--- src/rtl/pll_ctl_pkg.sv ---
package pll_ctl_pkg;
  localparam int unsigned GATE_BIT = 31;
  localparam logic [3:0] OFF_PLAIN = 4'h0;
  localparam logic [3:0] OFF_SET   = 4'h4;
  localparam logic [3:0] OFF_CLR   = 4'h8;

  typedef enum logic [1:0] {
    ACC_NONE  = 2'd0,
    ACC_PLAIN = 2'd1,
    ACC_SET   = 2'd2,
    ACC_CLR   = 2'd3
  } acc_kind_t;

  typedef struct packed {
    logic gate;
    logic pwr;
  } ctl_bits_t;
endpackage

--- src/rtl/pll_ctl_regfile.sv ---
module pll_ctl_regfile
  import pll_ctl_pkg::*;
#(
  parameter int unsigned ADDR_W  = 4,
  parameter int unsigned PWR_BIT = 16
) (
  input  logic              clk,
  input  logic              rst_n,
  input  logic [ADDR_W-1:0] bus_addr,
  input  logic [31:0]       bus_wdata,
  input  logic              bus_we,
  output logic [31:0]       bus_rdata,
  output ctl_bits_t         ctl
);
  acc_kind_t kind;
  logic      wd_gate, wd_pwr;

  always_comb begin
    kind = ACC_NONE;
    if (bus_addr == ADDR_W'(OFF_PLAIN))    kind = ACC_PLAIN;
    else if (bus_addr == ADDR_W'(OFF_SET)) kind = ACC_SET;
    else if (bus_addr == ADDR_W'(OFF_CLR)) kind = ACC_CLR;
  end

  assign wd_gate = bus_wdata[GATE_BIT];
  assign wd_pwr  = bus_wdata[PWR_BIT];

  always_ff @(posedge clk or negedge rst_n) begin
    if (!rst_n) begin
      ctl.gate <= 1'b1;
      ctl.pwr  <= 1'b0;
    end else if (bus_we) begin
      unique case (kind)
        ACC_PLAIN: begin ctl.gate <= wd_gate;            ctl.pwr <= wd_pwr; end
        ACC_SET:   begin ctl.gate <= ctl.gate | wd_gate; ctl.pwr <= ctl.pwr | wd_pwr; end
        ACC_CLR:   begin ctl.gate <= ctl.gate & ~wd_gate; ctl.pwr <= ctl.pwr & ~wd_pwr; end
        default: ;
      endcase
    end
  end

  always_comb begin
    bus_rdata = '0;
    if (kind != ACC_NONE) begin
      bus_rdata[GATE_BIT] = ctl.gate;
      bus_rdata[PWR_BIT]  = ctl.pwr;
    end
  end

  AST_SET_PWR: assert property (@(posedge clk) disable iff (!rst_n)
    (bus_we && kind == ACC_SET && wd_pwr) |=> ctl.pwr);
  AST_CLR_GATE: assert property (@(posedge clk) disable iff (!rst_n)
    (bus_we && kind == ACC_CLR && wd_gate) |=> !ctl.gate);
  AST_STRAY_KEEPS: assert property (@(posedge clk) disable iff (!rst_n)
    (kind == ACC_NONE) |=> $stable(ctl));
endmodule

--- src/rtl/pll_settle_timer.sv ---
module pll_settle_timer #(
  parameter int unsigned SETTLE_TICKS = 24
) (
  input  logic clk,
  input  logic rst_n,
  input  logic pwr,
  input  logic ref_tick,
  output logic done
);
  localparam int unsigned CNT_W = $clog2(SETTLE_TICKS + 1);
  localparam logic [CNT_W-1:0] LIMIT = CNT_W'(SETTLE_TICKS);

  logic [CNT_W-1:0] cnt;

  always_ff @(posedge clk or negedge rst_n) begin
    if (!rst_n)                        cnt <= '0;
    else if (!pwr)                     cnt <= '0;
    else if (ref_tick && cnt != LIMIT) cnt <= cnt + 1'b1;
  end

  assign done = pwr && (cnt == LIMIT);

  AST_CNT_BOUND: assert property (@(posedge clk) disable iff (!rst_n)
    cnt <= LIMIT);
  AST_OFF_CLEARS: assert property (@(posedge clk) disable iff (!rst_n)
    !pwr |=> (cnt == '0));
  AST_DONE_ON_TICK: assert property (@(posedge clk) disable iff (!rst_n)
    ($rose(done) && $past(pwr)) |-> $past(ref_tick));
endmodule

--- src/rtl/pll_pwr_gate_ctl.sv ---
module pll_pwr_gate_ctl
  import pll_ctl_pkg::*;
#(
  parameter int unsigned ADDR_W       = 4,
  parameter int unsigned PWR_BIT      = 16,
  parameter int unsigned SETTLE_TICKS = 24
) (
  input  logic              clk,
  input  logic              rst_n,
  input  logic [ADDR_W-1:0] bus_addr,
  input  logic [31:0]       bus_wdata,
  input  logic              bus_we,
  output logic [31:0]       bus_rdata,
  input  logic              ref_tick,
  input  logic              pll_lock,
  output logic              pll_pd,
  output logic              out_en,
  output logic              ready
);
  ctl_bits_t ctl;
  logic      settled;

  pll_ctl_regfile #(.ADDR_W(ADDR_W), .PWR_BIT(PWR_BIT)) u_regs (
    .clk(clk), .rst_n(rst_n), .bus_addr(bus_addr), .bus_wdata(bus_wdata),
    .bus_we(bus_we), .bus_rdata(bus_rdata), .ctl(ctl)
  );

  pll_settle_timer #(.SETTLE_TICKS(SETTLE_TICKS)) u_settle (
    .clk(clk), .rst_n(rst_n), .pwr(ctl.pwr), .ref_tick(ref_tick), .done(settled)
  );

  assign pll_pd = ~ctl.pwr;
  assign ready  = settled & pll_lock;
  assign out_en = ctl.pwr & ready & ~ctl.gate;

  AST_OUTEN_GATED: assert property (@(posedge clk) disable iff (!rst_n)
    out_en |-> !ctl.gate);
  AST_PD_OUTEN: assert property (@(posedge clk) disable iff (!rst_n)
    out_en |-> !pll_pd);
  AST_READY_LOCK: assert property (@(posedge clk) disable iff (!rst_n)
    ready |-> pll_lock);
endmodule

--- config.mk ---
export PLATFORM = sky130hd
export DESIGN_NAME = pll_pwr_gate_ctl
export DESIGN_NICKNAME = d
export VERILOG_FILES = /design/src/rtl/pll_ctl_pkg.sv /design/src/rtl/pll_ctl_regfile.sv /design/src/rtl/pll_settle_timer.sv /design/src/rtl/pll_pwr_gate_ctl.sv
export SDC_FILE = /design/constraint.sdc
export NUM_CORES = 1
export LEC_CHECK = 0
export BUFFER_PORTS_ARGS = -buffer_cell sky130_fd_sc_hd__buf_2
export CAP_MARGIN = 0
export CORE_ASPECT_RATIO = 0.9
export CORE_MARGIN = 2
export CORE_UTILIZATION = 33
export CTS_BUF_LIST = sky130_fd_sc_hd__clkbuf_16
export DETAILED_ROUTE_END_ITERATION = 8
export PLACE_DENSITY = 0.87
export SLEW_MARGIN = 30
export SYNTH_ARGS = -nofsm -noshare
export SYNTH_HDL_FRONTEND = slang
export SYNTH_SLANG_ARGS = --single-unit
--- constraint.sdc ---
create_clock -name clk -period 1.5 [get_ports clk]
set_input_delay 0.075 -clock clk [delete_from_list [all_inputs] [get_ports clk]]
set_output_delay 0.075 -clock clk [all_outputs]
set_load 0.05 [all_outputs]
==> metrics, run 1 <==
Worst EP arrival 1.35 ns; Syn. warnings 0; Seq. cell area 176 um^2; Area growth syn-to-layout 20.4%; Distinct cells, synth 24; TritonCTS Sinks 7; I/O Buffers 15; chip height 46.1 um; residual DRC count 0; Skew-Pair Late Insertion Delay 0.23 ns; antenna violations before repair 0; Setup crit end kind primary output; aggregate global routing overflow 0; CTS tree built; Die X-Extent 50.8 um; DR WL/cell 8.83 um; max cap viols 0; Seq pwr share 24.0%; HPWL after detailed placement 863 um; Req. time, crit path 1.42 ns; Pwr Total 995 uW; Initial Util 34.3%; fin nets 139; Pint 618 uW; Hold Path Class in -> reg; Multi-input gate area 369 um^2; Final Max Tran Viols 0; CP Launch Type flop; number of placed cells counting well taps 113; die area 2340 um^2; status finished, final reports clean; maximum vdd drop 0.720 mV; fin worst setup slack 0.0709 ns; post-layout min period 1.43 ns; Num CTS Buffers 3; Core ar. 1900 um^2; period utilization 95.3%; vias in the first global route 392; final hold slack 0.0805 ns; vias per std cell 3.95; Gate power share 31.2%; register area share after synthesis 27.1%; # IOs 76; unrepaired setup endpoints after global routing yes; Final Non-Filler Cells 120; worst setup path category reg -> out; sw frac 37.9%; Worst Path Max Fanout 6; Post-Syn Area 651 um^2; Switch Pwr 377 uW; First-pass DRT Iterations 3; # setup viols final 0; first-pass GRT wire length 1700 um; gr usage total 10.1%; Antenna Nets Post-Route 0; share of layout cells above drive strength 1 29.5%; Inserted Diodes 0; first-iteration detailed-routing DRC count 2; Setup Skew 0.000360 ns; RePlAce Congestion 0.650; Core Rows 15; crit-path cells inv_2, ha_4, nand4b_4, nor3_4, buf_6; Power Dens Cells 1270 nW/um^2; Max Fclk 700 MHz; slowest cell on the critical path dfrtp_1; clock share of power 44.8%; post-synthesis cell count 74; final hold violation count 0; leakage dissipation 0.000410 uW; H-tree levels 1; dpl ws 0.107 ns; clock-pin slew on the worst setup and hold paths 0.04 ns; slowest stage delay, CP 0.41 ns; pin count of the biggest net entering global routing 8; mean post-synth cell area 8.79 um^2; Max Root-Sink Buffers 2; DRT Wirelength 1060 um; DR vias 474; fin util 41.3%; Clock Tree Root clkbuf_16; Fillers 188; Yosys reg bits 7
## critical path, delay by kind of cell (launching register included)
kind	cells	cell delay [ns]
fa+ha+maj	1	0.14
buf+inv	2	0.27
flops	1	0.41
simple gates	2	0.31
## synth_stat cells
cell / count / area [um^2]
a211oi_1: 1 / 7.51
a21o_1: 1 / 7.51
a21oi_1: 2 / 10.0
a22o_1: 2 / 17.5
and2_1: 2 / 12.5
buf_4: 30 / 225
conb_1: 1 / 3.75
dfrtp_1: 6 / 150
dfstp_2: 1 / 26.3
ha_1: 2 / 25.0
inv_1: 4 / 15.0
mux2i_1: 1 / 10.0
nand2_1: 6 / 22.5
nand3_1: 1 / 5.00
nand4_1: 2 / 12.5
nand4b_1: 1 / 8.76
nand4b_4: 1 / 23.8
nor2_1: 3 / 11.3
nor3_1: 1 / 5.00
nor4b_1: 1 / 8.76
nor4b_2: 1 / 15.0
o21ai_0: 1 / 5.00
o21ai_1: 1 / 5.00
xor2_1: 2 / 17.5
## routing by layer
metal,wire length [um],global-route usage (%),up-vias,share of wire [%]
met3,83,0.974,2,7.8
li1,-,-,229,-
met5,0,0,-,0
met2,577,18.2,31,54
met4,18,6.49,0,1.7
met1,381,11.8,212,36
## sequential cells by signal, indices dropped and copies added, names as in the netlist
| signal | count |
|---|---|
| u_settle.cnt | 5 |
| u_regs.ctl | 2 |
## cells in the final DEF (no fill, tap or decap), types with 2 or more instances in the layout
master | netlist | layout
and2_1 | 2 | 2
conb_1 | 1 | 30
xor2_1 | 2 | 2
inv_1 | 4 | 3
clkbuf_16 | 0 | 3
nor2_1 | 3 | 2
buf_4 | 30 | 2
a21oi_1 | 2 | 2
nand2_1 | 6 | 6
buf_2 | 0 | 13
inv_2 | 0 | 2
a22o_1 | 2 | 2
nand4_1 | 2 | 2
dfrtp_1 | 6 | 6
buf_6 | 0 | 2
## worst paths after layout
check	startpoint	cells past startpoint	slack [ns]	endpoint
min in group asynchronous	rst_n	2	0.21	u_settle.cnt[4]
worst max register to register	u_settle.cnt[1]	5	0.29	u_settle.cnt[1]
worst min register to register	u_settle.cnt[2]	2	0.59	u_settle.cnt[2]
worst min-delay path	bus_wdata[16]	2	0.08	u_regs.ctl[0]
worst max-delay path	u_settle.cnt[1]	5	0.07	out_en
max in group asynchronous	rst_n	2	1.07	u_regs.ctl[1]
## what timing repair did
item	in CTS	in global routing
setup buffers	0	2
pin swaps	2	0
endpoints found under the hold margin	7	0
gates cloned	0	0
resized for setup	5	4
hold buffers	1	0
setup endpoints to repair	2	2
## cell type report
class,instances,area share (%)
clock inverters,1,0.479
multi-input cells,62,47.1
well taps,25,3.99
flip-flops and latches,7,22.5
repair buffers,18,14.4
inverters,4,1.92
clock buffers,3,9.58
## power groups by stage
stage,registers [uW],logic [uW],clock network [uW]
floorplan,230,310,0
global placement,236,282,0
detailed placement,238,288,0
CTS,235,302,452
global route,243,332,465
finish,239,310,446
## through the flow
stage,area (um^2),setup TNS (ns)
after CTS,758,0
final,783,0
after global routing,783,-0.0223
after global placement,648,0
after detailed placement,648,0
after floorplan,767,-0.0467
## kinds of logic after synthesis
kind of cell               synth area share (%)
other                                     0.576
muxes                                      1.54
xor gates and xnor gates                   2.69
DFF                                        27.1
adders and majority gates                  3.85
buffers and inverters                      36.9
and+or+nand+nor                            19.2
AOI/OAI and AO/OA                          8.08
Power figures use the tool's default switching activity.
==> inputs of run 2 (changes only) <==
CORE_UTILIZATION = 34   (was 33)
CTS_BUF_LIST = sky130_fd_sc_hd__clkbuf_4   (was sky130_fd_sc_hd__clkbuf_16)
PLACE_DENSITY = 0.89   (was 0.87)
RECOVER_POWER = 100   (was default)
==> run 2 against run 1 <==
Net effect: routed wire length increased by 8.6%; global-route usage increased by 1.4 points; flip-flop and latch count unchanged; maximum frequency decreased by 3.0%; clock skew increased by 0.0012 ns; die area decreased by 2.7%; count of clock-buffer cells in the layout increased by 1; non-clock buffer count increased by 1; hold slack improved by 0.0047 ns; combinational power increased by 2%; power decreased by 26%; critical endpoint unchanged; largest power group is now combinational cells.
==> metrics, run 2 (same netlist as run 1, synthesis figures left out) <==
share of layout cells above drive strength 1 29.2%; crit-path cells inv_2, ha_4, nand4b_4, nor3_4, buf_6; number of placed cells counting well taps 112; CTS tree built; Num CTS Buffers 3; Initial Util 37.5%; H-tree levels 1; Max Fclk 678 MHz; Hold Path Stages 2; vias per std cell 4.03; pin count of the biggest net entering global routing 8; first-pass GRT wire length 1910 um; Pint 388 uW; vias in the first global route 459; clock-pin slew on the worst setup and hold paths 0.05 ns; # setup viols final 0; Seq. cell area 176 um^2; fin worst setup slack 0.0261 ns; chip height 45.5 um; largest register by flop count u_settle.cnt; Req. time, crit path 1.42 ns; Reg2Reg Depth 6; Multi-input gate area 374 um^2; max cap viols 0; design area 748 um^2; Die X-Extent 50.1 um; most frequent cells in the layout 30 x conb_1, 11 x buf_2, 6 x nand2_1, 6 x dfrtp_1, 5 x clkbuf_4; hold path start bus_wdata[16]; Core Rows 14; DRT Wirelength 1150 um; TritonCTS Sinks 7; Fillers 177; Max Root-Sink Buffers 2; First-pass DRT Iterations 2; Hold Path Class in -> reg; Setup Skew 0.00156 ns; Skew-Pair Late Insertion Delay 0.24 ns; # IOs 76; Area growth syn-to-layout 15.0%; Hold Path End u_regs.ctl[0]; first-iteration detailed-routing DRC count 2; unrepaired setup endpoints after global routing yes; DR vias 483; RePlAce Congestion 0.776; placed inst area 647 um^2; r2r endpoint u_settle.cnt[0]; r2r setup slk 0.11 ns; Antenna Nets Post-Route 0; post-layout min period 1.47 ns; die area 2280 um^2; worst setup path category reg -> out; clock share of power 24.8%; period utilization 98.3%; Inserted Diodes 0; fin nets 140; Power Dens Cells 982 nW/um^2; status finished, final reports clean; CP Launch Type flop; Setup crit end kind primary output; Gate power share 42.9%; aggregate global routing overflow 0; Worst EP arrival 1.40 ns; Worst Path Max Fanout 6; most common cell after layout, fill and taps aside conb_1; residual DRC count 0; antenna violations before repair 0; sw frac 47.2%; Final Max Tran Viols 0; leakage dissipation 0.000387 uW; Final Non-Filler Cells 120; Seq pwr share 32.3%; final hold slack 0.0852 ns; HPWL after detailed placement 984 um; dpl ws 0.127 ns; top flop regs u_settle.cnt: 5 flops, u_regs.ctl: 2 flops; Switch Pwr 347 uW; gr usage total 11.5%; max reg flops 5; Clock Tree Root clkbuf_4; final hold violation count 0; Reg-to-Reg Start u_settle.cnt[0]; I/O Buffers 15; slowest stage delay, CP 0.40 ns; maximum vdd drop 0.476 mV; slowest cell on the critical path dfrtp_1; DR WL/cell 9.59 um; Core ar. 1730 um^2
## run 2: repair_timing
action                                  4_1_cts  5_1_grt
pin swaps                                     1        1
endpoints found under the hold margin         7        0
resized for setup                             5        6
hold buffers                                  1        0
setup buffers                                 0        3
endpoints found under the setup margin        2        2
## run 2: worst max-delay path: cells and delay by family (launching register included)
family                   cells  cell delay [ns]
flip-flops                   1             0.40
AND/OR/NAND/NOR              2             0.32
buffers and inverters        2             0.28
adder cells (fa/ha/maj)      1             0.15
## run 2: layer usage
metal	vias up	wire [um]	GRT usage, %
met5	-	0	0
met4	0	6	6.67
met3	2	105	2.30
met2	29	651	23.7
met1	223	388	10.6
li1	229	-	-
## run 2: worst max-delay path by stage
| stage | startpoint | endpoint | slack [ns] | cells after the start |
|---|---|---|---|---|
| after floorplan | u_settle.cnt[0] | out_en | -0.05 | 4 |
| after global placement | u_settle.cnt[0] | out_en | 0.17 | 5 |
| after detailed placement | u_settle.cnt[0] | out_en | 0.13 | 5 |
| after CTS | u_settle.cnt[0] | out_en | 0.0004 | 5 |
| after global routing | u_settle.cnt[0] | out_en | -0.07 | 5 |
| final | u_settle.cnt[0] | out_en | 0.03 | 5 |
## run 2: final cells by class
type	instances	area share [%]
Sequential cell	7	23.6
Timing Repair Buffer	19	16.4
Inverter	4	2.01
Clock buffer	4	4.01
Tap cell	24	4.01
Multi-Input combinational cell	62	50.0
## run 2: power by group through the flow
stage               clock (uW)  combinational [uW]  sequential [uW]
finish                     182                 315              237
global route               194                 339              240
CTS                        189                 294              238
detailed placement           0                 290              240
global placement             0                 282              236
floorplan                    0                 310              230
## run 2: per-stage QoR
| step | power [uW] | util, % | TNS, ns |
|---|---|---|---|
| finish | 735 | 43.1 | 0 |
| global route | 773 | 43.1 | -0.0860 |
| CTS | 722 | 40.3 | 0 |
| detailed placement | 530 | 37.3 | 0 |
| global placement | 518 | 37.3 | 0 |
| floorplan | 539 | - | -0.0467 |
